## src/rtl/dbp_pkg.sv

```systemverilog
package dbp_pkg;
  // Bank identifiers; the sequencing order (A then B) is behavioural.
  typedef enum logic {
    BANK_A = 1'b0,
    BANK_B = 1'b1
  } bank_e;

  localparam int unsigned NBANK = 2;
endpackage

```

## src/rtl/dbp_tach_edge.sv

```systemverilog
module dbp_tach_edge (
  input  logic clk,
  input  logic rst_n,
  input  logic tach_in,
  input  logic fall_sel,
  output logic tick
);
  logic [1:0] sync_q;
  logic       prev_q;

  always_ff @(posedge clk or negedge rst_n) begin
    if (!rst_n) begin
      sync_q <= '0;
      prev_q <= 1'b0;
    end else begin
      sync_q <= {sync_q[0], tach_in};
      prev_q <= sync_q[1];
    end
  end

  // Edge chosen by the select: rising when 0, falling when 1.
  always_comb begin
    if (fall_sel) tick = prev_q & ~sync_q[1];
    else          tick = sync_q[1] & ~prev_q;
  end
endmodule

```

## src/rtl/dbp_bank_fifo.sv

```systemverilog
module dbp_bank_fifo #(
  parameter int unsigned DEPTH = 10,
  parameter int unsigned W     = 24
) (
  input  logic         clk,
  input  logic         rst_n,
  input  logic         push,
  input  logic [W-1:0] din,
  output logic         full,
  input  logic         pop,
  output logic [W-1:0] dout,
  output logic         empty,
  output logic         last
);
  localparam int unsigned PW = (DEPTH > 1) ? $clog2(DEPTH) : 1;
  localparam int unsigned CW = $clog2(DEPTH + 1);

  logic [W-1:0]  mem [DEPTH];
  logic [PW-1:0] rd_ptr, wr_ptr;
  logic [CW-1:0] cnt;
  logic          push_ok, pop_ok;

  assign full    = (cnt == CW'(DEPTH));
  assign empty   = (cnt == '0);
  assign last    = (cnt == CW'(1));
  assign push_ok = push & ~full;
  assign pop_ok  = pop & ~empty;
  assign dout    = mem[rd_ptr];

  function automatic logic [PW-1:0] bump(input logic [PW-1:0] p);
    return (p == PW'(DEPTH - 1)) ? '0 : p + PW'(1);
  endfunction

  always_ff @(posedge clk) begin
    if (push_ok) mem[wr_ptr] <= din;
  end

  always_ff @(posedge clk or negedge rst_n) begin
    if (!rst_n) begin
      rd_ptr <= '0;
      wr_ptr <= '0;
      cnt    <= '0;
    end else begin
      if (push_ok) wr_ptr <= bump(wr_ptr);
      if (pop_ok)  rd_ptr <= bump(rd_ptr);
      case ({push_ok, pop_ok})
        2'b10:   cnt <= cnt + CW'(1);
        2'b01:   cnt <= cnt - CW'(1);
        default: cnt <= cnt;
      endcase
    end
  end
endmodule

```

## src/rtl/dbp_out_seq.sv

```systemverilog
module dbp_out_seq
  import dbp_pkg::*;
#(
  parameter int unsigned CMP_W = 16,
  parameter int unsigned PAT_W = 8,
  localparam int unsigned ENT_W = CMP_W + PAT_W
) (
  input  logic                        clk,
  input  logic                        rst_n,
  input  logic                        tick,
  input  logic                        single_mode,
  input  logic [NBANK-1:0][ENT_W-1:0] head,
  input  logic [NBANK-1:0]            empty,
  input  logic [NBANK-1:0]            last,
  output logic [NBANK-1:0]            pop,
  output logic [PAT_W-1:0]            pat_out,
  output logic                        bank_flag,
  output logic                        match_pulse,
  output logic                        strobe_pulse
);
  logic [CMP_W-1:0] cnt_q;
  logic [PAT_W-1:0] pat_q;
  bank_e            sel_q, eff;
  logic             mode_q, match_q, strobe_q;
  logic [ENT_W-1:0] head_e;
  logic             hit, done, wrap, rewind;

  // Single mode pins the output side to bank A.
  assign eff    = single_mode ? BANK_A : sel_q;
  assign head_e = head[eff];
  assign hit    = ~empty[eff] && (cnt_q == head_e[ENT_W-1:PAT_W]);
  assign done   = hit && last[eff];
  assign wrap   = done && (single_mode || (eff == BANK_B));
  assign rewind = mode_q && !single_mode;

  for (genvar g = 0; g < NBANK; g++) begin : g_pop
    assign pop[g] = hit && (eff == bank_e'(g));
  end

  always_ff @(posedge clk or negedge rst_n) begin
    if (!rst_n) begin
      cnt_q    <= '0;
      pat_q    <= '0;
      sel_q    <= BANK_A;
      mode_q   <= 1'b0;
      match_q  <= 1'b0;
      strobe_q <= 1'b0;
    end else begin
      mode_q   <= single_mode;
      match_q  <= hit;
      strobe_q <= done;
      if (hit) pat_q <= head_e[PAT_W-1:0];

      if (rewind || single_mode || wrap) sel_q <= BANK_A;
      else if (done)                     sel_q <= BANK_B;

      if (rewind || wrap) cnt_q <= '0;
      else if (tick)      cnt_q <= cnt_q + CMP_W'(1);
    end
  end

  assign pat_out      = pat_q;
  assign bank_flag    = eff;
  assign match_pulse  = match_q;
  assign strobe_pulse = strobe_q;
endmodule

```

## src/rtl/dbp_irq_ctl.sv

```systemverilog
module dbp_irq_ctl (
  input  logic clk,
  input  logic rst_n,
  input  logic match_pulse,
  input  logic strobe_pulse,
  input  logic sel_match,
  input  logic clr,
  output logic irq
);
  logic strobe_d, irq_q, src;

  assign src = sel_match ? match_pulse : (strobe_pulse & ~strobe_d);

  always_ff @(posedge clk or negedge rst_n) begin
    if (!rst_n) begin
      strobe_d <= 1'b0;
      irq_q    <= 1'b0;
    end else begin
      strobe_d <= strobe_pulse;
      irq_q    <= (irq_q & ~clr) | src;
    end
  end

  assign irq = irq_q;
endmodule

```

## src/rtl/dbp_pattern_fifo.sv

```systemverilog
module dbp_pattern_fifo
  import dbp_pkg::*;
#(
  parameter int unsigned DEPTH = 10,
  parameter int unsigned CMP_W = 16,
  parameter int unsigned PAT_W = 8
) (
  input  logic             clk,
  input  logic             rst_n,
  input  logic             wr_valid,
  input  logic             wr_bank,
  input  logic [CMP_W-1:0] wr_cmp,
  input  logic [PAT_W-1:0] wr_pat,
  output logic             wr_ready,
  input  logic             tach_in,
  input  logic             cfg_fall_edge,
  input  logic             cfg_single_bank,
  input  logic             cfg_irq_match,
  input  logic             irq_clr,
  output logic [PAT_W-1:0] pat_out,
  output logic             bank_flag,
  output logic             match_pulse,
  output logic             strobe_pulse,
  output logic             irq
);
  localparam int unsigned ENT_W = CMP_W + PAT_W;

  logic                        tick;
  logic [NBANK-1:0][ENT_W-1:0] head;
  logic [NBANK-1:0]            empty, last, full, pop, push;

  dbp_tach_edge u_edge (
    .clk      (clk),
    .rst_n    (rst_n),
    .tach_in  (tach_in),
    .fall_sel (cfg_fall_edge),
    .tick     (tick)
  );

  for (genvar g = 0; g < NBANK; g++) begin : g_bank
    assign push[g] = wr_valid && (wr_bank == g[0]);
    dbp_bank_fifo #(.DEPTH(DEPTH), .W(ENT_W)) u_fifo (
      .clk   (clk),
      .rst_n (rst_n),
      .push  (push[g]),
      .din   ({wr_cmp, wr_pat}),
      .full  (full[g]),
      .pop   (pop[g]),
      .dout  (head[g]),
      .empty (empty[g]),
      .last  (last[g])
    );
  end

  assign wr_ready = ~full[wr_bank];

  dbp_out_seq #(.CMP_W(CMP_W), .PAT_W(PAT_W)) u_seq (
    .clk          (clk),
    .rst_n        (rst_n),
    .tick         (tick),
    .single_mode  (cfg_single_bank),
    .head         (head),
    .empty        (empty),
    .last         (last),
    .pop          (pop),
    .pat_out      (pat_out),
    .bank_flag    (bank_flag),
    .match_pulse  (match_pulse),
    .strobe_pulse (strobe_pulse)
  );

  dbp_irq_ctl u_irq (
    .clk          (clk),
    .rst_n        (rst_n),
    .match_pulse  (match_pulse),
    .strobe_pulse (strobe_pulse),
    .sel_match    (cfg_irq_match),
    .clr          (irq_clr),
    .irq          (irq)
  );
endmodule

```

## config.mk

```make
export PLATFORM = sky130hd
export DESIGN_NAME = dbp_pattern_fifo
export DESIGN_NICKNAME = d
export VERILOG_FILES = /design/src/rtl/dbp_pkg.sv /design/src/rtl/dbp_tach_edge.sv /design/src/rtl/dbp_bank_fifo.sv /design/src/rtl/dbp_out_seq.sv /design/src/rtl/dbp_irq_ctl.sv /design/src/rtl/dbp_pattern_fifo.sv
export SDC_FILE = /design/constraint.sdc
export NUM_CORES = 1
export LEC_CHECK = 0
export BUFFER_PORTS_ARGS = -buffer_cell sky130_fd_sc_hd__buf_2
export CORE_UTILIZATION = 35
export DETAILED_ROUTE_END_ITERATION = 16
export GPL_TIMING_DRIVEN = 0
export PLACE_DENSITY = 0.63
export REMOVE_ABC_BUFFERS = 1
export SLEW_MARGIN = 25
export SYNTH_ARGS = -nofsm -noshare
export SYNTH_HDL_FRONTEND = slang
export SYNTH_SLANG_ARGS = --single-unit
export TNS_END_PERCENT = 50
```

## constraint.sdc

```tcl
create_clock -name clk -period 4 [get_ports clk]
set_input_delay 0 -clock clk [delete_from_list [all_inputs] [get_ports clk]]
set_output_delay 0 -clock clk [all_outputs]
set_load 0.01 [all_outputs]
```

==> results.txt, run 1 <==
Reg2Reg Launch Point = g_bank[1].u_fifo.rd_ptr[1]
Final Hold Violating Endpoints = 0
Worst hold margin = 0.0966 ns
Pin count of the biggest net entering global routing = 52
CTS buffer count = 53
Max frequency = 0.267 GHz
Post-synth ARST share = 10.6%
IO Port Bufs = 45
Worst-Margin Slew = 0.785 ns
EDFF count, synth = 480
Run status = finished clean
Hpwl dp = 31600 um
Clock buffer depth = 3
Max Fanout on Critical Path = 24
Minimum clock period after layout = 3.75 ns
Final setup violating endpoints = 0
Setup ws final = 0.254 ns
CP Data Required Time = 4.48 ns
Worst Setup End Kind = register
R2R setup slack = 0.25 ns
Drt total wl = 49500 um
RR Endpoint = g_bank[0].u_fifo.cnt[2]
CTS tree = done
Hold_sp = tach_in
Reg2Reg Depth = 13
Dpl ws = -0.823 ns
Rel. slew slack = 47.4%
Synthesized cell area = 21600 um^2
HP Class = in2reg
Die X = 251 um
Critical Path Max Stage Delay = 0.66 ns
Placed Area = 23500 um^2
Antenna Cells = 0
Commonest register cell after synthesis = edfxtp_1
Gr usage total = 15.9%
Core area = 60700 um^2
DRT iter0 DRCs = 1174
Max-cap violations = 0
Clk Latency, worst-skew pair = 0.61 ns
Post-DRT Antenna Nets = 0
Setup Skew = 0.0255 ns
Proportion of layout cells with a drive suffix above 1 = 24.3%
I/O Pins = 46
Hold EP = u_edge.sync_q[0]
Placed insts = 2075
PwrDens = 490 nW/um^2
First-pass GRT wire length = 74100 um
Layout area overhead = 19.2%
Die Footprint = 62800 um^2
CTS Root Cell = clkbuf_16
Final nets = 1436
RePlAce Congestion = 0.796
Reg clk slew, reported paths = 0.06 ns
Fillers = 5255
Final Non-Filler Cells = 2218
Drt drc = 0
H-tree levels = 2
WL per Instance = 22.3 um
Register area share after synthesis = 73.3%
Vias in the first global route = 11700
RSZ-0062 raised after global routing = no
Post-Synthesis Cells = 1239
TritonCTS Sinks = 537
Starting Density = 35.6%
Critical path startpoint category = register
Initial antenna violation count = 1
Power Total = 12600 uW
Mean area per synthesized cell = 17.5 um^2
Lkg Pwr = 0.00938 uW
Worst vdd ir = 0.333 mV
CP max-delay cell = dfrtp_4
Synth warnings = 0
Final Max Tran Viols = 0
Hold Path Cell Cnt = 2
Setup CP Type = reg2reg
Post-synth cell types = 46
Crit-path cells = nor2b_2 -> a22oi_1 -> a21oi_1 -> o22ai_2 -> xor2_1 -> nor4_1 -> nand4_1 -> buf_4 -> nor2_1 -> ha_1 -> mux2i_1 -> nor2_1 -> xor2_1
Total iterations of the first detailed-routing run = 5
Design Area, Final = 25800 um^2
Total gr overflow = 0
Worst endpoint data arrival time = 4.23 ns
Row Count = 90
Die Ht = 251 um
Final worst-path cycle share = 93.6%
#FFs+latches synth = 537
Total number of vias = 11500
Vias per cell = 5.19
[synthesized netlist by cell type (3+ instances only)]
library cell | count | area [um^2]
and2_1 | 3 | 18.8
buf_2 | 15 | 75.1
a22oi_1 | 32 | 240
nand3b_1 | 3 | 22.5
dfrtp_1 | 57 | 1430
o211ai_1 | 8 | 60.1
o22ai_1 | 9 | 56.3
mux4_2 | 64 | 1440
mux2_2 | 44 | 495
nand2b_1 | 7 | 43.8
a21oi_1 | 37 | 185
and3_1 | 4 | 25.0
ha_1 | 11 | 138
buf_6 | 5 | 56.3
mux2i_1 | 114 | 1140
xnor2_1 | 22 | 193
xor2_1 | 25 | 219
o21ai_0 | 27 | 135
nor3_1 | 13 | 65.1
inv_1 | 11 | 41.3
nand4_1 | 7 | 43.8
nand3_1 | 9 | 45.0
nor4_1 | 5 | 31.3
clkbuf_1 | 29 | 109
nor2b_1 | 10 | 62.6
nand2_1 | 95 | 357
nor2_1 | 43 | 161
o21ai_1 | 16 | 80.1
edfxtp_1 | 480 | 14400
buf_1 | 10 | 37.5
[what timing repair did]
item                       CTS  global route
setup buffers                9             0
gates resized for setup      3             8
hold buffers                35             0
hold endpoints to repair   546             0
pin swaps                    1             0
setup endpoints to repair   42            16
[per-layer routing]
metal / GRT usage [%] / share of wire (%) / wire (um) / vias up
met4: 4.80 / 2.3 / 1130 / 2
met2: 24.7 / 47 / 23000 / 374
met5: 0 / 0.020 / 10 / -
met1: 22.8 / 45 / 22100 / 5924
li1: - / - / - / 5145
met3: 2.90 / 6.5 / 3190 / 69
[critical path: cells and delay by family (launching register included)]
family          cells  cell delay (ns)
simple gates        5             1.35
mux                 1             0.20
xor+xnor            2             0.31
flops               1             0.66
fa+ha+maj           1             0.28
compound gates      3             0.63
buf+inv             1             0.20
[registers in the layout (all words and copies together) (netlist names)]
register,count
g_bank.u_fifo.cnt,8
g_bank.u_fifo.mem,480
g_bank.u_fifo.rd_ptr,8
g_bank.u_fifo.wr_ptr,8
u_edge.prev_q,1
u_edge.sync_q,2
u_irq.irq,1
u_irq.strobe_d,1
u_seq.cnt_q,16
u_seq.match_pulse,1
u_seq.mode_q,1
u_seq.pat_out,8
u_seq.sel_q,1
u_seq.strobe_pulse,1
[area by class of cell]
cell class                 instances  area (um^2)  share of cell area (%)
sequential                       537        15900                    61.6
multi-input combinational        627         5590                    21.7
timing repair buffer             159         1510                    5.87
clock buffer                      62         1360                    5.28
tap                              782          978                    3.80
clock inverter                    37          407                    1.58
inverter                          14         53.8                   0.209
[worst max path at each step]
stage	cells after the start	endpoint	from
2_1_floorplan	12	g_bank[0].u_fifo.cnt[2]	g_bank[1].u_fifo.rd_ptr[0]
3_3_place_gp	9	u_seq.cnt_q[13]	g_bank[0].u_fifo.rd_ptr[0]
3_5_place_dp	11	u_seq.cnt_q[4]	g_bank[1].u_fifo.rd_ptr[0]
4_1_cts	13	g_bank[0].u_fifo.cnt[2]	g_bank[0].u_fifo.rd_ptr[1]
5_1_grt	15	g_bank[0].u_fifo.cnt[3]	g_bank[1].u_fifo.rd_ptr[0]
6_report	13	g_bank[0].u_fifo.cnt[2]	g_bank[1].u_fifo.rd_ptr[1]
[placed cells by master, fill, tap and decap left out, types with 32 or more instances in the layout]
cell,n
a21oi_1,37
a22oi_1,32
mux4_2,64
buf_4,41
edfxtp_1,480
nor2_1,33
mux2_2,44
dfrtp_1,49
nand2_1,95
dlygate4sd3_1,35
clkbuf_16,53
mux2i_1,114
buf_2,53
[through the flow]
step           setup TNS (ns)  utilization (%)
2_1_floorplan          -83.42                -
3_3_place_gp          -864.02             37.1
3_5_place_dp           -26.34             38.7
4_1_cts                     0             42.4
5_1_grt                     0             42.5
6_report                    0             42.5
[power breakdown]
| part | internal [uW] | total [uW] | switching, uW | leakage (uW) |
|---|---|---|---|---|
| registers | 6450 | 6660 | 212 | 0.00501 |
| logic | 342 | 919 | 577 | 0.00351 |
| clock network | 2950 | 5050 | 2100 | 0.000856 |
[cell families after synthesis]
| kind of cell | after synthesis | share of synthesized area, % |
|---|---|---|
| flops | 537 | 73.3 |
| compound gates | 136 | 3.76 |
| buf+inv | 75 | 1.60 |
| mux | 222 | 14.2 |
| xor+xnor | 47 | 1.90 |
| simple gates | 211 | 4.61 |
| fa+ha+maj | 11 | 0.637 |
No activity file was read; power rests on OpenSTA's default activity.
==> run 2: changes to the inputs <==
==> constraint.sdc (replaced) <==
create_clock -name clk -period 4 [get_ports clk]
set_input_delay 0.2 -clock clk [delete_from_list [all_inputs] [get_ports clk]]
set_output_delay 0.2 -clock clk [all_outputs]
set_load 0.01 [all_outputs]
==> run 2 against run 1 <==
Die area is the same. Final cell count down 0.23%. Worst hold slack lost 0.079 ns. Cell area decreased by 0.13%. Combinational power is 0.7% lower. Global-route usage is essentially flat. Count of clock-buffer cells in the layout did not move. Flip-flop and latch count is the same. Via count is essentially flat. Total power hardly changed. Sequential power hardly changed. Clock skew decreased by 0.00065 ns. Critical path type unchanged. Highest routed layer unchanged.
==> results.txt, run 2 (synthesis results as in run 1) <==
Worst endpoint data arrival time = 4.25 ns
Reg2Reg Depth = 14
Final nets = 1431
Hold_sp = wr_cmp[14]
Max frequency = 0.265 GHz
Placed Area = 23500 um^2
Clk Latency, worst-skew pair = 0.61 ns
Total iterations of the first detailed-routing run = 5
Clock buffer depth = 3
Setup_tns = 0 ns
Stages on worst setup path = 14
DRT iter0 DRCs = 1148
RePlAce Congestion = 0.796
Worst vdd ir = 0.333 mV
Hold EP = g_bank[0].u_fifo.mem[7][22]
Setup Skew = 0.0248 ns
PwrDens = 491 nW/um^2
Reg power frac = 52.7%
Commonest cells after routing, fill and taps aside = edfxtp_1, mux2i_1, nand2_1
Pin count of the biggest net entering global routing = 52
I/O Pins = 46
Vias per cell = 5.21
CTS Root Cell = clkbuf_16
HP Class = in2reg
CTS tree = done
Initial antenna violation count = 1
Hold Path Cell Cnt = 1
CP Data Required Time = 4.48 ns
Antenna Cells = 0
Largest register by flop count = g_bank.u_fifo.mem
Die Footprint = 62800 um^2
Final Hold Violating Endpoints = 0
Lkg Pwr = 0.00937 uW
Combinational fraction of design power = 7.2%
Cell family with most CP delay = multiplexers
Design Area, Final = 25700 um^2
Worst-Margin Slew = 0.773 ns
Buf/Inv on CP = 2
Internal power = 9740 uW
Worst hold margin = 0.0176 ns
Reg clk slew, reported paths = 0.06 ns
Hpwl dp = 31600 um
Critical path startpoint category = register
Clock power share = 40.1%
WL per Instance = 22.4 um
Drt drc = 0
Power Total = 12600 uW
R2R setup slack = 0.23 ns
H-tree levels = 2
Proportion of layout cells with a drive suffix above 1 = 24.4%
Final Max Tran Viols = 0
CP max-delay cell = mux4_2
Crit-path cells = buf_16 -> mux4_2 -> mux2_2 -> o21ai_1 -> nand2_1 -> xor2_1 -> nor4_2 -> nand4_1 -> buf_4 -> nor2_1 -> ha_1 -> mux2i_1 -> nor2_1 -> xor2_1
Worst Setup End Kind = register
Max FFs per register = 480
Setup CP Type = reg2reg
Final setup violating endpoints = 0
Reg2Reg Launch Point = g_bank[0].u_fifo.rd_ptr[0]
CTS buffer count = 53
Switching Share = 22.9%
Die Ht = 251 um
Post-DRT Antenna Nets = 0
Critical Path Max Stage Delay = 0.55 ns
Row Count = 90
Vias in the first global route = 11700
Max Fanout on Critical Path = 32
Total gr overflow = 0
Gr usage total = 15.9%
First-pass GRT wire length = 74200 um
TritonCTS Sinks = 537
Starting Density = 35.6%
Rel. slew slack = 48.2%
Die X = 251 um
Layout area overhead = 19.0%
Core area = 60700 um^2
Drt total wl = 49600 um
Minimum clock period after layout = 3.77 ns
Top flop regs = g_bank.u_fifo.mem: 480 flops, u_seq.cnt_q: 16 flops
Final core utilization = 42.4%
IO Port Bufs = 45
RR Endpoint = g_bank[0].u_fifo.cnt[2]
RSZ-0062 raised after global routing = no
Final worst-path cycle share = 94.2%
Run status = finished clean
Max-cap violations = 0
Leading cell type in the layout, fill and taps excluded = edfxtp_1
Net switching power = 2890 uW
Total number of vias = 11500
[run 2: cell count changes in the layout (fill, tap and decap cells not counted), sizes merged]
cell         previous run  this run
clkbuf                 62        63
dlygate4sd3            35        29
[run 2: layer usage]
| layer | global-route usage, % | up-vias | routed length, um |
|---|---|---|---|
| li1 | - | 5138 | - |
| met1 | 23.1 | 5935 | 22200 |
| met2 | 24.9 | 373 | 23200 |
| met3 | 2.45 | 71 | 3140 |
| met4 | 4.40 | 2 | 1030 |
| met5 | 0 | - | 10 |
[run 2: stage by stage]
step	worst slack, ns	instances
floorplan	-2.15	1178
global placement	-4.17	2005
detailed placement	-0.823	2075
CTS	0.0225	2212
global route	0.0152	2213
finish	0.232	2213
[run 2: timing repair]
action / in CTS / in global routing
resized for setup: 3 / 9
hold buffers: 29 / 0
pin swaps: 1 / 0
buffers inserted: 9 / 0
endpoints found under the hold margin: 494 / 0
endpoints found under the setup margin: 42 / 17
gates cloned: 0 / 1
[run 2: final cells by class]
| class | instances | area [um^2] |
|---|---|---|
| fillers | 5255 | 35000 |
| multi-input cells | 627 | 5590 |
| clock buffers | 62 | 1360 |
| repair buffers | 154 | 1480 |
| clock inverters | 37 | 407 |
| inverters | 14 | 53.8 |
| well taps | 782 | 978 |
| flip-flops and latches | 537 | 15900 |
[run 2: how the worst max path moves through the flow]
stage	slack, ns	start	end
finish	0.23	g_bank[0].u_fifo.rd_ptr[0]	g_bank[0].u_fifo.cnt[2]
CTS	0.02	g_bank[0].u_fifo.rd_ptr[1]	g_bank[0].u_fifo.cnt[2]
global placement	-4.17	g_bank[0].u_fifo.rd_ptr[0]	u_seq.cnt_q[13]
detailed placement	-0.82	g_bank[1].u_fifo.rd_ptr[0]	u_seq.cnt_q[4]
floorplan	-2.15	g_bank[1].u_fifo.rd_ptr[0]	g_bank[0].u_fifo.cnt[2]
global route	0.02	g_bank[0].u_fifo.rd_ptr[0]	g_bank[0].u_fifo.cnt[3]
[run 2: power groups by stage]
stage	registers (uW)	logic (uW)	clock network, uW
3_5_place_dp	6770	892	0
4_1_cts	6660	920	5140
2_1_floorplan	6710	462	0
5_1_grt	6690	997	5370
3_3_place_gp	6760	720	0
6_report	6660	913	5060
